<file path="config.mk">
export PLATFORM = sky130hd
export DESIGN_NAME = bridge_doorbell_ctrl
export DESIGN_NICKNAME = d
export VERILOG_FILES = /design/src/rtl/bdb_pkg.sv /design/src/rtl/db_link_watch.sv /design/src/rtl/db_bank.sv /design/src/rtl/bridge_doorbell_ctrl.sv
export SDC_FILE = /design/constraint.sdc
export NUM_CORES = 1
export LEC_CHECK = 0
export BUFFER_PORTS_ARGS = -buffer_cell sky130_fd_sc_hd__buf_2
export CAP_MARGIN = 40
export CELL_PAD_IN_SITES_DETAIL_PLACEMENT = 2
export CELL_PAD_IN_SITES_GLOBAL_PLACEMENT = 2
export CORE_UTILIZATION = 34
export CTS_BUF_LIST = sky130_fd_sc_hd__clkbuf_16
export DETAILED_ROUTE_END_ITERATION = 12
export HOLD_SLACK_MARGIN = 0.1
export PLACE_DENSITY = 0.86
export SKIP_CTS_REPAIR_TIMING = 1
export SLEW_MARGIN = 25
export SYNTH_ARGS = -nofsm -noshare
export SYNTH_HDL_FRONTEND = slang
export SYNTH_SLANG_ARGS = --single-unit
</file>
<file path="constraint.sdc">
create_clock -name clk -period 2.9 [get_ports clk]
set_clock_uncertainty 0.1 [all_clocks]
set_input_delay 0.435 -clock clk [delete_from_list [all_inputs] [get_ports clk]]
set_output_delay 0.435 -clock clk [all_outputs]
set_load 0.05 [all_outputs]
</file>
<file path="src/rtl/bdb_pkg.sv">
package bdb_pkg;

    // Register port address decode, shared by both sides
    typedef enum logic [1:0] {
        REG_INBOX  = 2'd0,
        REG_OUTBOX = 2'd1,
        REG_MASK   = 2'd2,
        REG_NONE   = 2'd3
    } reg_sel_e;

    // Link level watcher states
    typedef enum logic [1:0] {
        LW_INIT = 2'd0,
        LW_LOW  = 2'd1,
        LW_HIGH = 2'd2
    } lw_state_e;

endpackage

</file>
<file path="src/rtl/db_link_watch.sv">
module db_link_watch
    import bdb_pkg::*;
(
    input  logic clk,
    input  logic rst_n,
    input  logic lvl,
    output logic chg
);

    lw_state_e st, st_nxt;

    // State register
    always_ff @(posedge clk) begin
        if (!rst_n) st <= LW_INIT;
        else        st <= st_nxt;
    end

    // Next-state logic
    always_comb begin
        st_nxt = st;
        unique case (st)
            LW_INIT: st_nxt = lvl ? LW_HIGH : LW_LOW;
            LW_LOW:  if (lvl)  st_nxt = LW_HIGH;
            LW_HIGH: if (!lvl) st_nxt = LW_LOW;
            default: st_nxt = LW_INIT;
        endcase
    end

    // Outputs: change pulse on either transition out of a settled state
    always_comb begin
        chg = 1'b0;
        unique case (st)
            LW_INIT: chg = 1'b0;
            LW_LOW:  chg = lvl;
            LW_HIGH: chg = !lvl;
            default: chg = 1'b0;
        endcase
    end


    link_edge_chk: assert property (@(posedge clk) disable iff (!rst_n)
        (st != LW_INIT && !$stable(lvl)) |-> chg);

endmodule

</file>
<file path="src/rtl/db_bank.sv">
module db_bank #(
    parameter  int W       = 16,
    parameter  int HW_BITS = 0,
    localparam int HW_PW   = (HW_BITS > 0) ? HW_BITS : 1
) (
    input  logic             clk,
    input  logic             rst_n,
    input  logic [W-1:0]     sw_set,
    input  logic [W-1:0]     sw_clr,
    input  logic [HW_PW-1:0] hw_set,
    input  logic             mask_we,
    input  logic [W-1:0]     mask_wd,
    output logic [W-1:0]     bits,
    output logic [W-1:0]     mask,
    output logic             irq
);

    logic [W-1:0] set_all;

    // Top HW_BITS positions belong to hardware events only
    generate
        if (HW_BITS > 0) begin : g_hw
            logic unused_sw;
            assign unused_sw = ^sw_set[W-1:W-HW_BITS];
            assign set_all   = {hw_set, sw_set[W-HW_BITS-1:0]};
        end else begin : g_nohw
            logic unused_hw;
            assign unused_hw = ^hw_set;
            assign set_all   = sw_set;
        end
    endgenerate

    // Set overrides clear; reset values
    always_ff @(posedge clk) begin
        if (!rst_n) begin
            bits <= '0;
            mask <= '1;
        end else begin
            bits <= (bits & ~sw_clr) | set_all;
            if (mask_we) mask <= mask_wd;
        end
    end

    assign irq = |(bits & ~mask);


    set_wins_chk: assert property (@(posedge clk) disable iff (!rst_n)
        (|set_all) |=> ((bits & $past(set_all)) == $past(set_all)));


    clear_chk: assert property (@(posedge clk) disable iff (!rst_n)
        (|(sw_clr & ~set_all)) |=> ((bits & $past(sw_clr & ~set_all)) == '0));


    irq_cause_chk: assert property (@(posedge clk) disable iff (!rst_n)
        $rose(irq) |-> (!$stable(bits) || !$stable(mask)));

endmodule

</file>
<file path="src/rtl/bridge_doorbell_ctrl.sv">
module bridge_doorbell_ctrl #(
    parameter int DB_W = 16
) (
    input  logic            clk,
    input  logic            rst_n,
    input  logic            pri_wr,
    input  logic [1:0]      pri_addr,
    input  logic [DB_W-1:0] pri_wdata,
    output logic [DB_W-1:0] pri_rdata,
    input  logic            sec_wr,
    input  logic [1:0]      sec_addr,
    input  logic [DB_W-1:0] sec_wdata,
    output logic [DB_W-1:0] sec_rdata,
    input  logic            flush_done,
    input  logic            link_up,
    output logic            pri_irq,
    output logic            sec_irq
);
    import bdb_pkg::*;

    localparam int HW_EV = 2;
    localparam int SW_W  = DB_W - HW_EV;

    logic            link_chg;
    logic [DB_W-1:0] p_ring, p_clr, s_ring, s_clr;
    logic            p_mask_we, s_mask_we;
    logic [DB_W-1:0] p_bits, p_mask, s_bits, s_mask;
    reg_sel_e        p_sel, s_sel;

    assign p_sel = reg_sel_e'(pri_addr);
    assign s_sel = reg_sel_e'(sec_addr);

    db_link_watch u_link (
        .clk   (clk),
        .rst_n (rst_n),
        .lvl   (link_up),
        .chg   (link_chg)
    );

    // Write decode: own inbox clears, outbox rings the far side
    always_comb begin
        p_clr     = (pri_wr && p_sel == REG_INBOX)  ? pri_wdata : '0;
        s_ring    = (pri_wr && p_sel == REG_OUTBOX) ? pri_wdata : '0;
        p_mask_we = pri_wr && p_sel == REG_MASK;
        s_clr     = (sec_wr && s_sel == REG_INBOX)  ? sec_wdata : '0;
        p_ring    = (sec_wr && s_sel == REG_OUTBOX)
                    ? {{HW_EV{1'b0}}, sec_wdata[SW_W-1:0]} : '0;
        s_mask_we = sec_wr && s_sel == REG_MASK;
    end

    // Primary-bound doorbell: bit DB_W-2 flush, bit DB_W-1 link
    db_bank #(.W(DB_W), .HW_BITS(HW_EV)) u_pbank (
        .clk     (clk),
        .rst_n   (rst_n),
        .sw_set  (p_ring),
        .sw_clr  (p_clr),
        .hw_set  ({link_chg, flush_done}),
        .mask_we (p_mask_we),
        .mask_wd (pri_wdata),
        .bits    (p_bits),
        .mask    (p_mask),
        .irq     (pri_irq)
    );

    db_bank #(.W(DB_W), .HW_BITS(0)) u_sbank (
        .clk     (clk),
        .rst_n   (rst_n),
        .sw_set  (s_ring),
        .sw_clr  (s_clr),
        .hw_set  (1'b0),
        .mask_we (s_mask_we),
        .mask_wd (sec_wdata),
        .bits    (s_bits),
        .mask    (s_mask),
        .irq     (sec_irq)
    );

    // Read mux
    function automatic logic [DB_W-1:0] rd_pick(
        input reg_sel_e        sel,
        input logic [DB_W-1:0] inbox,
        input logic [DB_W-1:0] outbox,
        input logic [DB_W-1:0] own_mask
    );
        logic [DB_W-1:0] r;
        unique case (sel)
            REG_INBOX:  r = inbox;
            REG_OUTBOX: r = outbox;
            REG_MASK:   r = own_mask;
            REG_NONE:   r = '0;
            default:    r = '0;
        endcase
        return r;
    endfunction

    assign pri_rdata = rd_pick(p_sel, p_bits, s_bits, p_mask);
    assign sec_rdata = rd_pick(s_sel, s_bits, p_bits, s_mask);


    hw_bits_guard_chk: assert property (@(posedge clk) disable iff (!rst_n)
        (!flush_done && !link_chg && !p_bits[DB_W-2]) |=> !p_bits[DB_W-2]);

endmodule

</file>
Yosys cells after proc, flatten, opt, wreduce, memory -nomap -nowiden --
Cells that the tools add are included.
Storage, ports and cells: flip-flop bits (word level) 66, output and inout port bits 34, logic and storage cells 49, input bits 42
Cells by class: equality and inequality tests 10, reduce and logical (&&, ||, !) cells 13, bitwise gates (word level) 10, multiplexer cells 11
Operator list (count):
- $pmux 16 s4 | 2
- $and 16x16->16 | 4
- $not 16->16 | 4
- $mux 16 | 3
- $or 16x16->16 | 2
- $reduce_or 16->1 | 2
- $mux 14 | 1
- $eq 2x2->1 const B | 5
- $eq 2x1->1 const B | 3
- $logic_and 1x1->1 | 6
- $logic_not 2->1 | 3
- $mux 2 | 3
- $pmux 2 s3 | 1
- $ne 2x2->1 const B | 2
- $pmux 1 s2 | 1
- $reduce_and 2->1 | 1
- $logic_not 1->1 | 1

Logic depth before layout (Yosys ltp) --
Gate-level depths: netlist (run 1).
word-level depth 6, gate-level depth with buffers 5, depth with buffers taken out 3

Cells and area by module --
Synthesis (run 1) repeated with hierarchy kept, for this count alone.
Unflattened totals: cell total of the unflattened synthesis 441, area, all modules 3751.1 µm²
Modules (own cells, without submodules):
- db_bank | instances 2, sequential area each 640.6 µm², cells each 122, area an instance 1238.7 µm²
- bridge_doorbell_ctrl | instances 1, sequential area each 0.0 µm², cells each 189, area an instance 1198.6 µm²
- db_link_watch | instances 1, sequential area each 40.0 µm², cells each 8, area an instance 75.1 µm²

Least setup slack after synthesis (run 1) --
OpenSTA, ideal clock, no wires.
path type input to output, start in pri_addr[0], end out pri_rdata[10], required time 2.365 ns, buffers on the path 2, arrival 2.025 ns, path slack 0.340 ns, cell stages on the path 4, path through buf_6 > buf_2 > mux2i_1 > o21ai_0
On the way: longest elaborated chain between the ends 2, elaborated cells on any way between the ends 5, those cells by class 3 x eq/ne; 1 x mux; 1 x reduce/logical
RTL lines:
- from (decl) | line bridge_doorbell_ctrl.sv:7 | input logic [1:0] pri_addr,
- $eq 2x2->1 (tied with other cells) | line bridge_doorbell_ctrl.sv:86 | unique case (sel)
- $pmux 16 s4 * | line bridge_doorbell_ctrl.sv:86
- to (decl) | line bridge_doorbell_ctrl.sv:9 | output logic [DB_W-1:0] pri_rdata,
Every way passes the cells marked *; elsewhere a longest branch is shown, timed or not.

Worst setup path after layout (run 1) --
start reg u_sbank.bits[7], end out sec_irq
On the way: longest elaborated chain between the ends 2
RTL lines:
- from (decl) | line db_bank.sv:13 | output logic [W-1:0] bits,
- from (signal assigned) | line db_bank.sv:39 | bits <= (bits & ~sw_clr) | set_all;
- $and 16x16->16 | line db_bank.sv:44 | assign irq = |(bits & ~mask);
- $reduce_or 16->1 | line db_bank.sv:44
- to (decl) | line bridge_doorbell_ctrl.sv:17 | output logic sec_irq
No other way between the ends.

==> results of run 1 <==
-- state kept, by name, indices dropped and copies added (netlist names) --
name and cells:
u_sbank.mask 16, u_sbank.bits 16, u_pbank.mask 16, u_link.st 2, u_pbank.bits 16
-- per-layer routing --
metal	vias to the layer above	share of wire (%)	global-route usage, %
li1	1559	-	-
met1	1777	41	34.5
met2	116	52	53.8
met3	32	4.5	4.37
met4	0	2.6	13.8
met5	-	0	0
-- worst max-delay path, delay by kind of cell (launching register included) --
| kind | cells | cell delay [ns] |
|---|---|---|
| compound gates | 1 | 0.65 |
| buf+inv | 2 | 0.50 |
| flops | 1 | 0.35 |
| simple gates | 2 | 0.30 |
-- power breakdown --
group	total (mW)	internal (mW)	switching (mW)
registers	0.991	0.949	0.0411
logic	0.444	0.127	0.317
clock network	1.15	0.736	0.418
total	2.59	1.81	0.777
-- kinds of logic (layout without fill, tap and decap cells) --
group / after synthesis / after routing / synth area share [%]
and+or+nand+nor: 184 / 184 / 25.9
muxes: 32 / 32 / 9.61
DFF: 66 / 66 / 39.6
buffers and inverters: 40 / 114 / 6.31
AOI/OAI and AO/OA: 82 / 82 / 18.5
-- through the flow --
step	util, %	hold slack (ns)	instances	setup WS (ns)
after floorplan	-	0.361	404	0.340
final	44.0	0.197	607	0.243
after detailed placement	40.7	0.384	592	0.658
after global placement	40.7	0.371	592	0.616
after CTS	44.0	0.194	607	0.307
after global routing	44.0	0.210	607	0.200
-- placed cells by master (no fill, tap or decap), drive strengths merged --
master / synthesis / final
a2111oi: 8 / 8
a21boi: 1 / 1
a31oi: 1 / 1
a32o: 30 / 30
and2b: 1 / 1
and3: 1 / 1
and3b: 3 / 3
and4b: 2 / 2
buf: 18 / 90
bufinv: 0 / 2
clkbuf: 13 / 9
clkinv: 0 / 2
dfxtp: 66 / 66
inv: 9 / 11
mux2i: 32 / 32
nand2: 120 / 120
nand3: 24 / 24
nand3b: 2 / 2
nand4: 2 / 2
nor2: 1 / 1
nor2b: 25 / 25
nor3b: 3 / 3
o211ai: 8 / 8
o21ai: 33 / 33
o31a: 1 / 1
-- worst max-delay path by stage --
| stage | cells past startpoint | end | slack [ns] | start |
|---|---|---|---|---|
| finish | 5 | sec_irq | 0.24 | u_sbank.bits[7] |
| global route | 5 | sec_irq | 0.20 | u_sbank.bits[7] |
| CTS | 5 | sec_irq | 0.31 | u_sbank.bits[7] |
| detailed placement | 6 | pri_rdata[13] | 0.66 | pri_addr[0] |
| global placement | 5 | sec_irq | 0.62 | u_sbank.bits[7] |
| floorplan | 4 | pri_rdata[10] | 0.34 | pri_addr[0] |
-- area by class of cell --
cell class | instances | area [um2] | share of cell area [%]
timing repair buffer | 90 | 500 | 12.2
multi-input combinational | 298 | 1800 | 43.7
clock inverter | 6 | 75.1 | 1.82
inverter | 9 | 33.8 | 0.820
sequential | 66 | 1320 | 32.1
tap | 129 | 161 | 3.92
clock buffer | 9 | 225 | 5.47
==> key figures, run 1 <==
Status
  – Status: completed

Worst setup path
  – Worst r2r dst: u_pbank.bits[15]
  – Worst-path maximum fanout: 4
  – Slowest-stage cell, CP: a2111oi_0
  – CP startpoint kind: flip-flop
  – CP cell instances: nor2b_1 > a2111oi_0 > buf_4 > nand4_1 > buf_2
  – Critical Setup Path Class: flip-flop to output port
  – Worst EP arrival: ~2.1 ns
  – CP endpoint kind: output port
  – R2r setup slk: between 1.5 and 2 ns
  – Worst stage delay on the critical path: between 0.6 and 0.7 ns
  – FF-to-FF Start: u_link.st[1]
  – Critical Path RT: roughly 2.4 ns
  – Worst r2r path cells: 2

Yosys
  – Sequential-to-total area share from yosys stat: around 40%
  – Syn Std Cell Area: ~3300 um2
  – Yosys warns: 0
  – Asr flop ratio synth: 0%
  – Share of the synthesized area in the top cell type: approximately two fifths
  – Cell taking the most area after synthesis: dfxtp_1
  – Main synth FF type: dfxtp_1
  – Synth cell count leaders: 120 x nand2_1, 66 x dfxtp_1, 32 x mux2i_1
  – Post-synth EDFFs: 0
  – Most common cell in the netlist: nand2_1
  – Syn_nets: ~450
  – Syn Inst Count: 404
  – Cell variety after synth: 26
  – #FFs+latches synth: 66
  – Avg Inst Size Synth: between 8 and 9 um2
  – Main area contributors after synthesis: dfxtp_1 40%, nand2_1 14%, mux2i_1 9.6%

Timing
  – Final slew viol count: 0
  – Hold Vio Cnt, Final: 0
  – Rel. slew slack: 49.3%
  – Crit share post-route: just over 90%
  – Fmax: 376 MHz
  – Setup total negative slack: 0 ns
  – Actual slew at the worst max-slew pin: ~0.76 ns
  – Final Critical Period: between 2 and 3 ns
  – Setup violations, final: 0
  – RSZ-0062 raised after global routing: no

GRT
  – GRT Overall Usage: ~30%
  – First-pass GRT wire length: 22200 um
  – Largest net degree at the start of global routing: 49
  – Remaining global-route overflow: 0
  – Antenna violations before repair: 0
  – Vias in the first global route: slightly below 4k

Pwr
  – Total power: 2.59 mW
  – VDD IR-drop max: around 0.00032 V
  – P_leak: around 1.9 nW
  – Power density cells: ~630 nW/um2

Drt
  – DR pass1 iterations: 5
  – Iter 0 DRT Violations: 166
  – Drt wl/cell: roughly 24 um
  – Post-route ant nets: 0
  – Via count: about 3.5k
  – Routed Wire Length: about 14000 um
  – Drc violations: 0
  – Vias/cell: roughly 5.7

Worst hold path
  – Hold path start: link_up
  – Worst min-delay path class: primary input to flip-flop
  – Worst hold endpoint: u_link.st[0]
  – WHS Path Cells: 2

Finish
  – Final net count: 516
  – Filler cell count: between 1k and 1.5k
  – N_diodes: 0
  – Area Overhead vs Synth: 23.6%
  – Design Area, Final: roughly 4100 um2
  – Share of post-route cells with drive strength above 1: a little over a fifth

Die
  – Core ar.: about 9400 um2
  – Die Span X: between 100 and 150 um
  – Core Rows: 35
  – # IOs: 76
  – DIE AREA: roughly 10000 um2
  – Die height: 101 um
  – Initial core utilization: a little over a third

Clock network
  – CTS sink cnt: 66
  – Clock slew at reported path FFs: ~0.060 ns
  – Latest clock arrival within the worst-skew pair: ~0.34 ns
  – CTS tree: done
  – H-tree lvl count: 3
  – CTS root buf: clkbuf_16
  – Num CTS Buffers: 9
  – Max Root-Sink Buffers: 2

Placement
  – Placed inst area: approximately 3800 um2
  – Dpl hpwl: 9360 um
  – IO Port Bufs: 75
  – GPL Wtd Cong: a little under 0.9

Run
  – Maxcap violations: 0
(Power assumes the default switching activity.)
==> run 2: changes to the inputs <==
Settings changed: CORE_UTILIZATION 34 to 35, SYNTH_HIERARCHICAL set to 1.
==> key figures, run 2 <==
Worst setup path
  – Worst-path maximum fanout: 4
  – Critical Setup Path Class: flip-flop to output port
  – Slowest-stage cell, CP: a2111oi_1
  – Worst stage delay on the critical path: roughly 0.60 ns
  – CP endpoint kind: output port
  – Critical Path RT: between 2 and 2.5 ns
  – Worst EP arrival: about 1.9 ns
  – CP cell instances: nor2b_1 > a2111oi_1 > nand4_1 > buf_2
  – CP startpoint kind: flip-flop

GRT
  – Antenna violations before repair: 0
  – Remaining global-route overflow: 0
  – Largest net degree at the start of global routing: 34
  – Busiest grt layer: met2
  – Vias in the first global route: around 3.7k
  – GRT Overall Usage: 24.7%
  – Met3 Use GR: around 4.0%
  – Global routing met2 resource utilization: 47.1%
  – Met1 usage: between 20% and 30%
  – First-pass GRT wire length: slightly above 20000 um

Die
  – DIE AREA: about 11000 um2
  – Die Span X: roughly 110 um
  – Initial core utilization: roughly 36%
  – Core ar.: roughly 10000 um2
  – Die height: 105 um
  – Core Rows: 37
  – # IOs: 76

Timing
  – Final hold slack: about 0.23 ns
  – Fmax: a little over 400 MHz
  – RSZ-0062 raised after global routing: no
  – Crit share post-route: 83.3%
  – Setup total negative slack: 0 ns
  – Setup violations, final: 0
  – Final Critical Period: about 2.4 ns
  – Final slew viol count: 0
  – Actual slew at the worst max-slew pin: a little under 0.8 ns
  – Rel. slew slack: roughly 48%
  – Final Worst Setup Slack: roughly 0.48 ns
  – Hold Vio Cnt, Final: 0

Pwr
  – Comb pwr share: around 18%
  – Sw power: about 760 uW
  – Sequential share of power: between 30 and 40%
  – Sw Ratio: between 30% and 40%
  – Power density cells: around 560 nW/um2
  – Total power: 2.50 mW
  – VDD IR-drop max: around 0.00023 V
  – Clock share of power: a little over two fifths
  – Int Power: 1.74 mW
  – P_leak: between 1.5 and 2 nW

Clock network
  – Max Root-Sink Buffers: 2
  – Num CTS Buffers: 9
  – CTS tree: done
  – CTS sink cnt: 66
  – Latest clock arrival within the worst-skew pair: 0.34 ns
  – CTS root buf: clkbuf_16
  – H-tree lvl count: 3
  – Clock slew at reported path FFs: about 0.060 ns

Finish
  – Share of post-route cells with drive strength above 1: a little over a fifth
  – Post-Layout Cell Count: between 600 and 700
  – Filler cell count: 1197
  – N_diodes: 0
  – Most frequent cells in the layout: 75 x buf_2, 66 x dfxtp_1, 64 x nand2_1
  – Final net count: around 540
  – Design Area, Final: between 4000 and 5000 um2
  – Area Overhead vs Synth: 18.3%
  – Commonest non-fill, non-tap cell in the layout: buf_2
  – Fin util: a little over two fifths

Yosys
  – Syn_nets: ~480
  – Avg Inst Size Synth: ~8.5 um2
  – Syn Inst Count: 440
  – Yosys warns: 6
  – Syn Std Cell Area: about 3700 um2

Drt
  – Vias/cell: around 5.2
  – DR pass1 iterations: 4
  – Iter 0 DRT Violations: around 100
  – Via count: between 3k and 4k
  – Drt wl/cell: a little over 20 um
  – Routed Wire Length: 13200 um
  – Post-route ant nets: 0
  – Drc violations: 0

Worst hold path
  – Worst min-delay path class: primary input to flip-flop

Placement
  – IO Port Bufs: 75
  – Placed Instances: between 600 and 700
  – GPL Wtd Cong: 0.771
  – Dpl hpwl: between 9000 and 10000 um
  – Placed inst area: about 4100 um2
  – Place WS: 0.634 ns

Status
  – Status: completed

Run
  – Maxcap violations: 0
## run 2: cell types whose count changed in the layout (fill, tap and decap cells not counted), sizes merged, moves of 30 or more
cell     change
o21a        +32
o21ai       -33
nor2b       +33
nor2        +60
o2bb2ai     +32
nand2       -56
a32o        -30
## run 2: power groups by stage
stage               sequential [mW]  clock [mW]  combinational, mW
detailed placement            0.998           0              0.442
global placement              0.995           0              0.430
finish                        0.979        1.07              0.448
floorplan                     0.982           0              0.332
CTS                           0.979        1.09              0.450
global route                  0.982        1.14              0.475
## run 2: path summary, 6_finish.rpt
check               endpoint  cells after the start        startpoint  slack [ns]
min          u_pbank/mask[3]                      3      pri_wdata[3]        0.23
max reg2reg  u_pbank/bits[8]                      2   u_pbank/bits[8]        1.95
max                  sec_irq                      4  u_sbank/bits[11]        0.48
min reg2reg  u_pbank/mask[0]                      2   u_pbank/mask[0]        0.40
## run 2: cell type report
type	instances	area, um2	area share [%]
multi-input combinational	333	2180	49.1
sequential	66	1320	29.8
timing repair buffer	83	448	10.1
clock buffer	9	225	5.08
tap	136	170	3.84
clock inverter	7	60.1	1.35
inverter	8	30.0	0.677
## run 2: critical path: cells and delay by family, from the launching register on
kind	cells	cell delay [ns]
AO/OA/AOI/OAI	1	0.60
buffers and inverters	1	0.26
AND/OR/NAND/NOR	2	0.33
flip-flops	1	0.35
## run 2: metal layers
| layer | share of wire (%) | vias up | wire [um] |
|---|---|---|---|
| li1 | - | 1618 | - |
| met1 | 42 | 1658 | 5590 |
| met2 | 54 | 63 | 7130 |
| met3 | 2.2 | 17 | 297 |
| met4 | 1.7 | 0 | 219 |
| met5 | 0 | - | 0 |
